### config.mk
export PLATFORM = sky130hd
export DESIGN_NAME = shr_regblk
export DESIGN_NICKNAME = d
export VERILOG_FILES = /design/src/rtl/shr_pkg.sv /design/src/rtl/shr_addr_dec.sv /design/src/rtl/shr_prio_bank.sv /design/src/rtl/shr_ctrl_regs.sv /design/src/rtl/shr_regblk.sv
export SDC_FILE = /design/constraint.sdc
export NUM_CORES = 1
export LEC_CHECK = 0
export BUFFER_PORTS_ARGS = -buffer_cell sky130_fd_sc_hd__buf_2
export CORE_MARGIN = 8
export CORE_UTILIZATION = 55
export CTS_BUF_LIST = sky130_fd_sc_hd__clkbuf_8
export DETAILED_ROUTE_END_ITERATION = 10
export PLACE_DENSITY = 0.78
export SKIP_LAST_GASP = 1
export SYNTH_ARGS = -nofsm -noshare
export SYNTH_HDL_FRONTEND = slang
export SYNTH_SLANG_ARGS = --single-unit
### constraint.sdc
create_clock -name clk -period 4 [get_ports clk]
set_input_delay 0.6 -clock clk [delete_from_list [all_inputs] [get_ports clk]]
set_output_delay 0.6 -clock clk [all_outputs]
set_load 0.01 [all_outputs]
### src/rtl/shr_pkg.sv
package shr_pkg;

  typedef enum logic [2:0] {
    RK_NONE,
    RK_PRIO,
    RK_STAT,
    RK_VTOR,
    RK_APP,
    RK_FAULT,
    RK_ID
  } reg_kind_e;

  // number of byte lanes an access of a size code covers, 0 for the invalid code
  function automatic logic [2:0] lane_count(logic [1:0] sz);
    case (sz)
      2'd0:    return 3'd1;
      2'd1:    return 3'd2;
      2'd2:    return 3'd4;
      default: return 3'd0;
    endcase
  endfunction

  // assemble the handler status word from its sources
  function automatic logic [31:0] pack_status(logic [6:0] act, logic [3:0] pend,
                                              logic [2:0] en);
    logic [31:0] v;
    v       = '0;
    v[0]    = act[0];
    v[1]    = act[1];
    v[3]    = act[2];
    v[7]    = act[3];
    v[8]    = act[4];
    v[10]   = act[5];
    v[11]   = act[6];
    v[15:12] = pend;
    v[18:16] = en;
    return v;
  endfunction

endpackage

### src/rtl/shr_addr_dec.sv
module shr_addr_dec
  import shr_pkg::*;
#(
  parameter int ADDR_W    = 12,
  parameter int PRIO_BASE = 'hD18,
  parameter int N_PRIO    = 12
) (
  input  logic [ADDR_W-1:0]         addr_i,
  input  logic [1:0]                size_i,
  output reg_kind_e                 kind_o,
  output logic                      word_o,
  output logic [2:0]                nlanes_o,
  output logic [$clog2(N_PRIO)-1:0] base_o,
  output logic [2:0]                id_idx_o,
  output logic                      id_al_o
);
  localparam int IDX_W     = $clog2(N_PRIO);
  localparam int OFF_STAT  = 'hD24;
  localparam int OFF_VTOR  = 'hD08;
  localparam int OFF_APP   = 'hD0C;
  localparam int FLT_LO    = 'hD28;
  localparam int FLT_HI    = 'hD3F;
  localparam int ID_LO     = 'hFE0;
  localparam int ID_HI     = 'hFFF;

  int off;

  always_comb begin
    off    = int'(addr_i);
    kind_o = RK_NONE;
    base_o = '0;
    if (size_i == 2'd3) begin
      kind_o = RK_NONE;
    end else if (off >= PRIO_BASE && off < PRIO_BASE + N_PRIO) begin
      kind_o = RK_PRIO;
      base_o = IDX_W'(off - PRIO_BASE);
    end else if (off == OFF_STAT) begin
      kind_o = RK_STAT;
    end else if (off == OFF_VTOR) begin
      kind_o = RK_VTOR;
    end else if (off == OFF_APP) begin
      kind_o = RK_APP;
    end else if (off >= FLT_LO && off <= FLT_HI) begin
      kind_o = RK_FAULT;
    end else if (off >= ID_LO && off <= ID_HI) begin
      kind_o = RK_ID;
    end
  end

  assign word_o   = (size_i == 2'd2);
  assign nlanes_o = lane_count(size_i);
  assign id_idx_o = addr_i[4:2];
  assign id_al_o  = (addr_i[1:0] == 2'b00);

endmodule

### src/rtl/shr_prio_bank.sv
module shr_prio_bank #(
  parameter int N_PRIO = 12,
  parameter int IDX_W  = 4
) (
  input  logic                  clk,
  input  logic                  rst_n,
  input  logic                  wr_i,
  input  logic [IDX_W-1:0]      base_i,
  input  logic [2:0]            nlanes_i,
  input  logic [31:0]           wdata_i,
  output logic [N_PRIO*8-1:0]   prio_o,
  output logic [31:0]           rd_o
);

  for (genvar j = 0; j < N_PRIO; j++) begin : g_slot
    int         rel;
    logic       hit;
    logic [1:0] lane;
    logic [7:0] q;

    always_comb begin
      rel  = j - int'(base_i);
      hit  = wr_i && (rel >= 0) && (rel < int'(nlanes_i));
      lane = rel[1:0];
    end

    always_ff @(posedge clk or negedge rst_n) begin
      if (!rst_n)   q <= '0;
      else if (hit) q <= wdata_i[8*lane +: 8];
    end

    assign prio_o[8*j +: 8] = q;
  end

  int idx;
  always_comb begin
    rd_o = '0;
    idx  = 0;
    for (int l = 0; l < 4; l++) begin
      idx = int'(base_i) + l;
      if (l < int'(nlanes_i) && idx < N_PRIO) rd_o[8*l +: 8] = prio_o[8*idx +: 8];
    end
  end

endmodule

### src/rtl/shr_ctrl_regs.sv
module shr_ctrl_regs #(
  parameter logic [15:0] APP_KEY   = 16'h05FA,
  parameter logic [31:0] VTOR_MASK = 32'hFFFFFF80
) (
  input  logic        clk,
  input  logic        rst_n,
  input  logic        wr_stat_i,
  input  logic        wr_vtor_i,
  input  logic        wr_app_i,
  input  logic [31:0] wdata_i,
  output logic [2:0]  fault_en_o,
  output logic [31:0] vtor_o,
  output logic        app_req_o,
  output logic [2:0]  app_cmd_o
);

  function automatic logic key_ok(logic [31:0] d);
    return d[31:16] == APP_KEY;
  endfunction

  always_ff @(posedge clk or negedge rst_n) begin
    if (!rst_n) begin
      fault_en_o <= '0;
      vtor_o     <= '0;
      app_req_o  <= 1'b0;
      app_cmd_o  <= '0;
    end else begin
      app_req_o <= 1'b0;
      if (wr_stat_i) fault_en_o <= wdata_i[18:16];
      if (wr_vtor_i) vtor_o     <= wdata_i & VTOR_MASK;
      if (wr_app_i && key_ok(wdata_i)) begin
        app_req_o <= 1'b1;
        app_cmd_o <= wdata_i[2:0];
      end
    end
  end

endmodule

### src/rtl/shr_regblk.sv
module shr_regblk
  import shr_pkg::*;
#(
  parameter int          ADDR_W    = 12,
  parameter int          N_PRIO    = 12,
  parameter int          PRIO_BASE = 'hD18,
  parameter logic [15:0] APP_KEY   = 16'h05FA,
  parameter logic [31:0] APP_RD    = 32'h0FA05000,
  parameter logic [31:0] VTOR_MASK = 32'hFFFFFF80,
  parameter logic [63:0] ID_BYTES  = 64'hC3A507114D006219
) (
  input  logic                clk,
  input  logic                rst_n,
  input  logic                req_i,
  input  logic                we_i,
  input  logic [ADDR_W-1:0]   addr_i,
  input  logic [1:0]          size_i,
  input  logic [31:0]         wdata_i,
  output logic [31:0]         rdata_o,
  output logic                err_o,
  input  logic [6:0]          hnd_active_i,
  input  logic [3:0]          hnd_pend_i,
  output logic [2:0]          fault_en_o,
  output logic [N_PRIO*8-1:0] prio_o,
  output logic                prio_upd_o,
  output logic [31:0]         vtor_o,
  output logic                app_req_o,
  output logic [2:0]          app_cmd_o
);
  localparam int IDX_W = $clog2(N_PRIO);

  reg_kind_e        kind;
  logic             word;
  logic [2:0]       nlanes;
  logic [IDX_W-1:0] base;
  logic [2:0]       id_idx;
  logic             id_al;

  shr_addr_dec #(.ADDR_W(ADDR_W), .PRIO_BASE(PRIO_BASE), .N_PRIO(N_PRIO)) u_dec (
    .addr_i   (addr_i),
    .size_i   (size_i),
    .kind_o   (kind),
    .word_o   (word),
    .nlanes_o (nlanes),
    .base_o   (base),
    .id_idx_o (id_idx),
    .id_al_o  (id_al)
  );

  // named access events, shared with the checker
  logic rd_ev, wr_prio_ev, wr_stat_ev, wr_vtor_ev, wr_app_ev, bad_ev;
  assign rd_ev      = req_i && !we_i;
  assign wr_prio_ev = req_i && we_i && (kind == RK_PRIO);
  assign wr_stat_ev = req_i && we_i && (kind == RK_STAT) && word;
  assign wr_vtor_ev = req_i && we_i && (kind == RK_VTOR) && word;
  assign wr_app_ev  = req_i && we_i && (kind == RK_APP) && word;
  assign bad_ev     = req_i && (kind == RK_NONE);

  logic [31:0] prio_rd;

  shr_prio_bank #(.N_PRIO(N_PRIO), .IDX_W(IDX_W)) u_prio (
    .clk      (clk),
    .rst_n    (rst_n),
    .wr_i     (wr_prio_ev),
    .base_i   (base),
    .nlanes_i (nlanes),
    .wdata_i  (wdata_i),
    .prio_o   (prio_o),
    .rd_o     (prio_rd)
  );

  shr_ctrl_regs #(.APP_KEY(APP_KEY), .VTOR_MASK(VTOR_MASK)) u_ctrl (
    .clk        (clk),
    .rst_n      (rst_n),
    .wr_stat_i  (wr_stat_ev),
    .wr_vtor_i  (wr_vtor_ev),
    .wr_app_i   (wr_app_ev),
    .wdata_i    (wdata_i),
    .fault_en_o (fault_en_o),
    .vtor_o     (vtor_o),
    .app_req_o  (app_req_o),
    .app_cmd_o  (app_cmd_o)
  );

  logic [31:0] rd_next;
  always_comb begin
    case (kind)
      RK_PRIO: rd_next = prio_rd;
      RK_STAT: rd_next = word ? pack_status(hnd_active_i, hnd_pend_i, fault_en_o) : '0;
      RK_VTOR: rd_next = word ? vtor_o : '0;
      RK_APP:  rd_next = word ? APP_RD : '0;
      RK_ID:   rd_next = id_al ? {24'd0, ID_BYTES[8*id_idx +: 8]} : '0;
      default: rd_next = '0;
    endcase
  end

  always_ff @(posedge clk or negedge rst_n) begin
    if (!rst_n) begin
      rdata_o    <= '0;
      err_o      <= 1'b0;
      prio_upd_o <= 1'b0;
    end else begin
      if (rd_ev) rdata_o <= rd_next;
      err_o      <= bad_ev;
      prio_upd_o <= wr_prio_ev;
    end
  end

endmodule

# --- Yosys cells after proc, flatten, opt, wreduce, memory -nomap -nowiden ---
# Cells that the tools add are included.
op_classes:
  eq_ne: 12
  order_cmp: 37
  n_reduce_logical: 45
  div_mod_pow: 0
  mul: 0
  bitwise: 0
  n_shift: 17
  n_mux: 20
  addsub: 16
op_table:
  columns: ["cell", "count"]
  rows:
  - ["$ge A32 B1 Y1 const B", 12]
  - ["$lt A32 B4 Y1", 12]
  - ["$shiftx A32 B6 Y8", 12]
  - ["$shiftx A96 B32 Y8", 3]
  - ["$pmux W32 S5", 1]
  - ["$lt A32 B5 Y1 const B", 3]
  - ["$shiftx A96 B8 Y8", 1]
  - ["$shiftx A64 B7 Y8 const A", 1]
  - ["$logic_and A1 B1 Y1", 41]
  - ["$mux W8", 5]
  - ["$eq A12 B11 Y1 const B", 3]
  - ["$ge A12 B12 Y1 const B", 3]
  - ["$mux W32", 1]
  - ["$mux W28", 1]
  - ["$mux W3", 7]
  - ["$sub A3 B4 Y5 const A", 4]
  - ["$sub A4 B4 Y5 const A", 4]
  - ["$mux W19", 1]
  - ["$eq A16 B11 Y1 const B", 1]
  - ["$le A12 B12 Y1 const B", 1]
  - ["$lt A12 B12 Y1 const B", 1]
  - ["$add A4 B2 Y5 const B", 2]
  - ["$sub A1 B4 Y5 const A", 2]
  - ["$sub A2 B4 Y5 const A", 2]
  - ["16 further kinds", 23]
word_totals:
  rom_bits: 0
  ramBits: 0
  memories: 0
  register_bits: 162
  word_cells: 166
  output_inout_bits: 169
  latchBits: 0
  input_bits: 61

# --- Longest topological paths before layout ---
logic_depth:
  ltp_word: 13
  mapped_depth: 17

# --- Hierarchy ---
# A second synthesis with hierarchy kept.
unflattened:
  hier_cells: 972
  hier_area_um2: 11034.3
by_module_without_submodules:
  columns: ["mod", "instances", "seq_area_each_um2", "cells_each", "area_each_um2"]
  rows:
  - ["shr_prio_bank", 1, 2402.3, 643, 7498.4]
  - ["shr_regblk", 1, 850.8, 210, 2005.7]
  - ["shr_ctrl_regs", 1, 800.8, 82, 1297.5]
  - ["shr_addr_dec", 1, 0.0, 37, 232.7]

# --- Worst setup path after synthesis ---
# No wires, ideal clock.
synth_path:
  kind: "input-to-reg"
  startpoint: "input port addr_i[2]"
  endpoint: "register u_prio.g_slot[6].q[0]"
  setup_ns: 0.125
  path_buffers: 6
  t_arrival_ns: 4.481
  path_slack_ns: -0.605
  t_required_ns: 3.875
  cell_stages: 17
  path_cell_list: "clkbuf_1 > inv_1 > ha_1 > and3b_1 > buf_6 > o211a_2 > buf_2 > buf_2 > buf_2 > ha_1 > clkbuf_1 > inv_2 > ha_1 > a21o_1 > a21oi_1 > nand3_1 > mux2_2"
synth_between:
  elab_chain_len: 12
  elab_cells_between_ends: 28
  classes_between: "2 x add/sub; 7 x order compare; 4 x eq/ne; 1 x shift; 9 x mux; 5 x reduce/logical"
synth_rtl:
  columns: ["element", "line", "text"]
  rows:
  - ["from (decl)", "shr_regblk.sv:16", "input logic [ADDR_W-1:0] addr_i,"]
  - ["branches (longest 12 deep; another with $ge A32 B1 Y1)", null, null]
  - ["to (signal assigned)", "shr_prio_bank.sv:29", "else if (hit) q <= wdata_i[8*lane +: 8];"]
  - ["to (decl)", "shr_prio_bank.sv:19", "logic [7:0] q;"]
# Parallel ways; which one is timed is not known.
# A chain may end at the register's enable or synchronous reset.

# --- Worst setup path in the final report ---
layout_path:
  startpoint: "input port size_i[0]"
  endpoint: "register rdata_o[18]"
layout_between:
  elab_chain_len: 7
  elab_cells_between_ends: 21
  classes_between: "1 x add/sub; 2 x order compare; 8 x eq/ne; 1 x shift; 7 x mux; 2 x reduce/logical"
layout_rtl:
  columns: ["element", "line", "text"]
  rows:
  - ["from (decl)", "shr_regblk.sv:17", "input logic [1:0] size_i,"]
  - ["$eq A2 B2 Y1", "shr_addr_dec.sv:32", "if (size_i == 2'd3) begin"]
  - ["$mux W4", "shr_addr_dec.sv:32", null]
  - ["$add A4 B2 Y5", "shr_prio_bank.sv:40", "idx = int'(base_i) + l;"]
  - ["$lt A32 B5 Y1", "shr_prio_bank.sv:41", "if (l < int'(nlanes_i) && idx < N_PRIO) rd_o[8*l +: 8] = prio_o[8*idx +: 8];"]
  - ["$logic_and A1 B1 Y1", "shr_prio_bank.sv:41", null]
  - ["$mux W8", "shr_prio_bank.sv:41", null]
  - ["$pmux W32 S5 *", "shr_regblk.sv:87", "case (kind)"]
  - ["to (signal assigned)", "shr_regblk.sv:103", "if (rd_ev) rdata_o <= rd_next;"]
  - ["to (decl)", "shr_regblk.sv:19", "output logic [31:0] rdata_o,"]
# Mark *: on every way between the ends. The rest lies on a longest branch, timed or not.

==> flow_metrics.py <==
metrics = {
    "status": {
        "status": "finished, final reports clean",
    },
    "critical_path": {
        "crit_family": "compound AO/OA/AOI/OAI gates",
        "worstSetupPathType": "input port to register",
        "max_stage_delay_ns": 0.48,
        "worstPathRequired_ns": 4.36,
        "cp_data_arrival_time_ns": 3.68,
        "rrSetupSlack_ns": 1.92,
        "startpoint_type": "input port",
        "path_buf_inv": 3,
        "path_cells": "buf_2, ha_1, nand4b_1, buf_4, a2111oi_4, buf_4, ha_1, nand2_1, o211ai_1, nor2_1, nand3_1, o2bb2ai_1, a221oi_1, o21ai_0",
        "slowest_stage": "a221oi_1",
        "endpoint_kind": "register",
        "reg2reg_depth": 4,
        "worst_r2r_endpoint": "rdata_o[18]$_DFFE_PN0P_",
        "cp_max_fo": 5,
        "r2r-start": "u_prio.g_slot[8].q[2]$_DFFE_PN0P_",
    },
    "clock_network": {
        "h-tree-depth": 4,
        "cts_hold_buf": 0,
        "cts_tree": "built",
        "worstSkewPairLatency_ns": 0.49,
        "cts.repair.resized": 0,
        "cts_buffers": 17,
        "postCtsSetupRepairBufs": 0,
        "clockBufferDepth": 2,
        "path_clk_slew_ns": 0.12,
        "clockRootBuffer": "clkbuf_8",
        "cts.sinks": 162,
    },
    "sta": {
        "tightest_slew_ns": 1.41,
        "fin_skew_ns": 0.0190,
        "timing.final.crit_share_pct": 82.9,
        "min_period_ns": 3.32,
        "drv_slew": 0,
        "setup_viol": 0,
        "fmax_mhz": 301,
        "rsz0062_at_grt": "false",
        "slew_headroom_pct": 4.80,
        "tns_ns": 0,
        "hold_viol": 0,
    },
    "placement": {
        "placedInstanceArea_mm2": 0.0132,
        "gp_congestion": 0.998,
        "dp.cells": 1697,
        "post-dp-hpwl_mm": 37.3,
        "port_buffers": 222,
    },
    "floorplanning": {
        "core_mm2": 0.0208,
        "die_y_um": 161,
        "start_util_pct": 55.3,
        "placementRows": 53,
        "die_w_um": 161,
        "ioPinCount": 230,
        "die-area_mm2": 0.0258,
    },
    "synthesis": {
        "synth_edf_count": 0,
        "synth_area_mm2": 0.0115,
        "yosysTopAreaCellShare_pct": 35.3,
        "synth.area.top_cells": "dfrtp_1 35%, mux2_2 11%, mux2i_1 9.8%",
        "synthCells": 1209,
        "synth_flop_cell": "dfrtp_1",
        "ys_ff_latch": 162,
        "yosys_warnings": 0,
        "synth.avg_cell_area_um2": 9.50,
        "async_flop_share_pct": 100,
        "synth_cell_types": 87,
        "post-synth-top-area-cell": "dfrtp_1",
        "ys_seq_area_share_pct": 35.3,
    },
    "global_route": {
        "grt_max_degree": 94,
        "grt_pass1_vias": 11700,
        "grt_pass1_wl_mm": 74.5,
        "antenna_found_initial": 1,
        "track_usage_pct": 37.9,
        "grt_overflow": 0,
    },
    "run": {
        "cap_violations": 0,
    },
    "detailed_routing": {
        "via_per_inst": 6.80,
        "drc": 0,
        "finalWirelength_mm": 49.8,
        "drt_first_pass_iters": 8,
        "wl_per_cell_um": 28.8,
        "ant_nets": 0,
        "num_vias": 11800,
        "drtIter0Drc": 1538,
    },
    "layout": {
        "fin_cells": 1729,
        "layout_common_cells": "221 x buf_2, 207 x nand2_1, 162 x dfrtp_1, 117 x mux2_2, 113 x mux2i_1",
        "fin_area_mm2": 0.0136,
        "final_nets": 1535,
        "synthToLayoutAreaGrowth_pct": 18.3,
        "layout_commonest_cell": "buf_2",
        "fillers": 1728,
        "num_antenna_cells": 0,
        "final_layout_size_suffix_gt1_share_pct": 33.4,
    },
    "power": {
        "switching_share_pct": 31.9,
        "intPower_mw": 2.22,
        "peakVddDrop_mv": 0.217,
        "power_frac_clock_pct": 39.6,
        "power.density_mw_per_mm2": 240,
        "switchingPower_mw": 1.04,
        "power.leakage_nw": 6.85,
        "p_comb_share_pct": 9.8,
        "power_frac_seq_pct": 50.7,
    },
    "worst_hold_path": {
        "min_path_type": "input port to async pin",
    },
}
## routing by layer
metal	global-route usage [%]	vias to the layer above	routed length [um]
met5	0	-	18
met4	25.7	2	3610
met3	8.88	201	5380
met2	57.1	860	22100
met1	47.6	5763	18700
li1	-	4936	-
## cell usage after synthesis, drive strengths merged, types with 10 or more instances
master	instances
ha	33
clkbuf	31
a31oi	20
o21ai	83
a221oi	13
nor2	32
a21o	13
nor4	10
o211ai	12
and3	20
dfrtp	162
a22o	12
inv	26
mux2i	113
mux2	121
nand3	43
nand2	208
a22oi	20
a21oi	50
buf	52
## worst reg2reg max path, cell delays in order, from the launching register on
cell,delay (ns)
dfrtp_1,0.50
mux4_2,0.50
o221a_2,0.28
a221oi_1,0.54
o21ai_0,0.14
## power groups by stage
stage / combinational [mW] / sequential [mW] / clock [mW]
floorplan: 0.144 / 1.68 / 0
global placement: 0.303 / 1.68 / 0
detailed placement: 0.306 / 1.68 / 0
CTS: 0.307 / 1.65 / 1.29
global route: 0.337 / 1.65 / 1.35
finish: 0.318 / 1.65 / 1.29
## layout make-up
type / instances / area (um2) / share of cell area (%)
multi-input combinational: 944 / 6970 / 51.3
clock inverter: 15 / 184 / 1.35
sequential: 162 / 4050 / 29.8
tap: 275 / 344 / 2.53
timing repair buffer: 290 / 1700 / 12.5
inverter: 26 / 103 / 0.755
clock buffer: 17 / 234 / 1.72
## metrics by stage
stage	hold WS [ns]	util [%]	setup slack (ns)	power, mW
after CTS	0.217	65.5	0.711	3.25
final	0.190	65.5	0.683	3.26
after floorplan	0.304	-	0.0155	1.83
after global placement	0.452	63.5	0.337	1.98
after global routing	0.240	65.5	0.454	3.34
after detailed placement	0.456	63.5	0.186	1.99
## kinds of logic after synthesis
family	count (synthesis)	synth area share [%]
AO/OA/AOI/OAI	290	17.6
XOR/XNOR	11	0.839
adder cells (fa/ha/maj)	33	3.59
buffers and inverters	109	4.69
flip-flops	162	35.3
multiplexers	241	23.1
other	1	0.0326
AND/OR/NAND/NOR	362	14.9
## how the worst max path moves through the flow
stage               slack (ns)      start                                 end  cells past startpoint
CTS                       0.71  size_i[0]   u_prio.g_slot[8].q[2]$_DFFE_PN0P_                     13
global placement          0.34  addr_i[3]  u_prio.g_slot[10].q[2]$_DFFE_PN0P_                     13
finish                    0.68  size_i[0]             rdata_o[18]$_DFFE_PN0P_                     14
floorplan                 0.02  addr_i[2]   u_prio.g_slot[6].q[0]$_DFFE_PN0P_                     16
global route              0.45  addr_i[2]   u_prio.g_slot[8].q[4]$_DFFE_PN0P_                     14
detailed placement        0.19  size_i[0]   u_prio.g_slot[8].q[2]$_DFFE_PN0P_                     13
## flip-flops by register name, summed over array words and instances (netlist names)
| register | cells |
|---|---|
| prio_upd_o | 1 |
| u_ctrl.app_req_o | 1 |
| u_ctrl.vtor_o | 25 |
| u_prio.g_slot.q | 96 |
| err_o | 1 |
| u_ctrl.app_cmd_o | 3 |
| rdata_o | 32 |
| u_ctrl.fault_en_o | 3 |
Note: power is estimated with default switching activity, not from simulation.
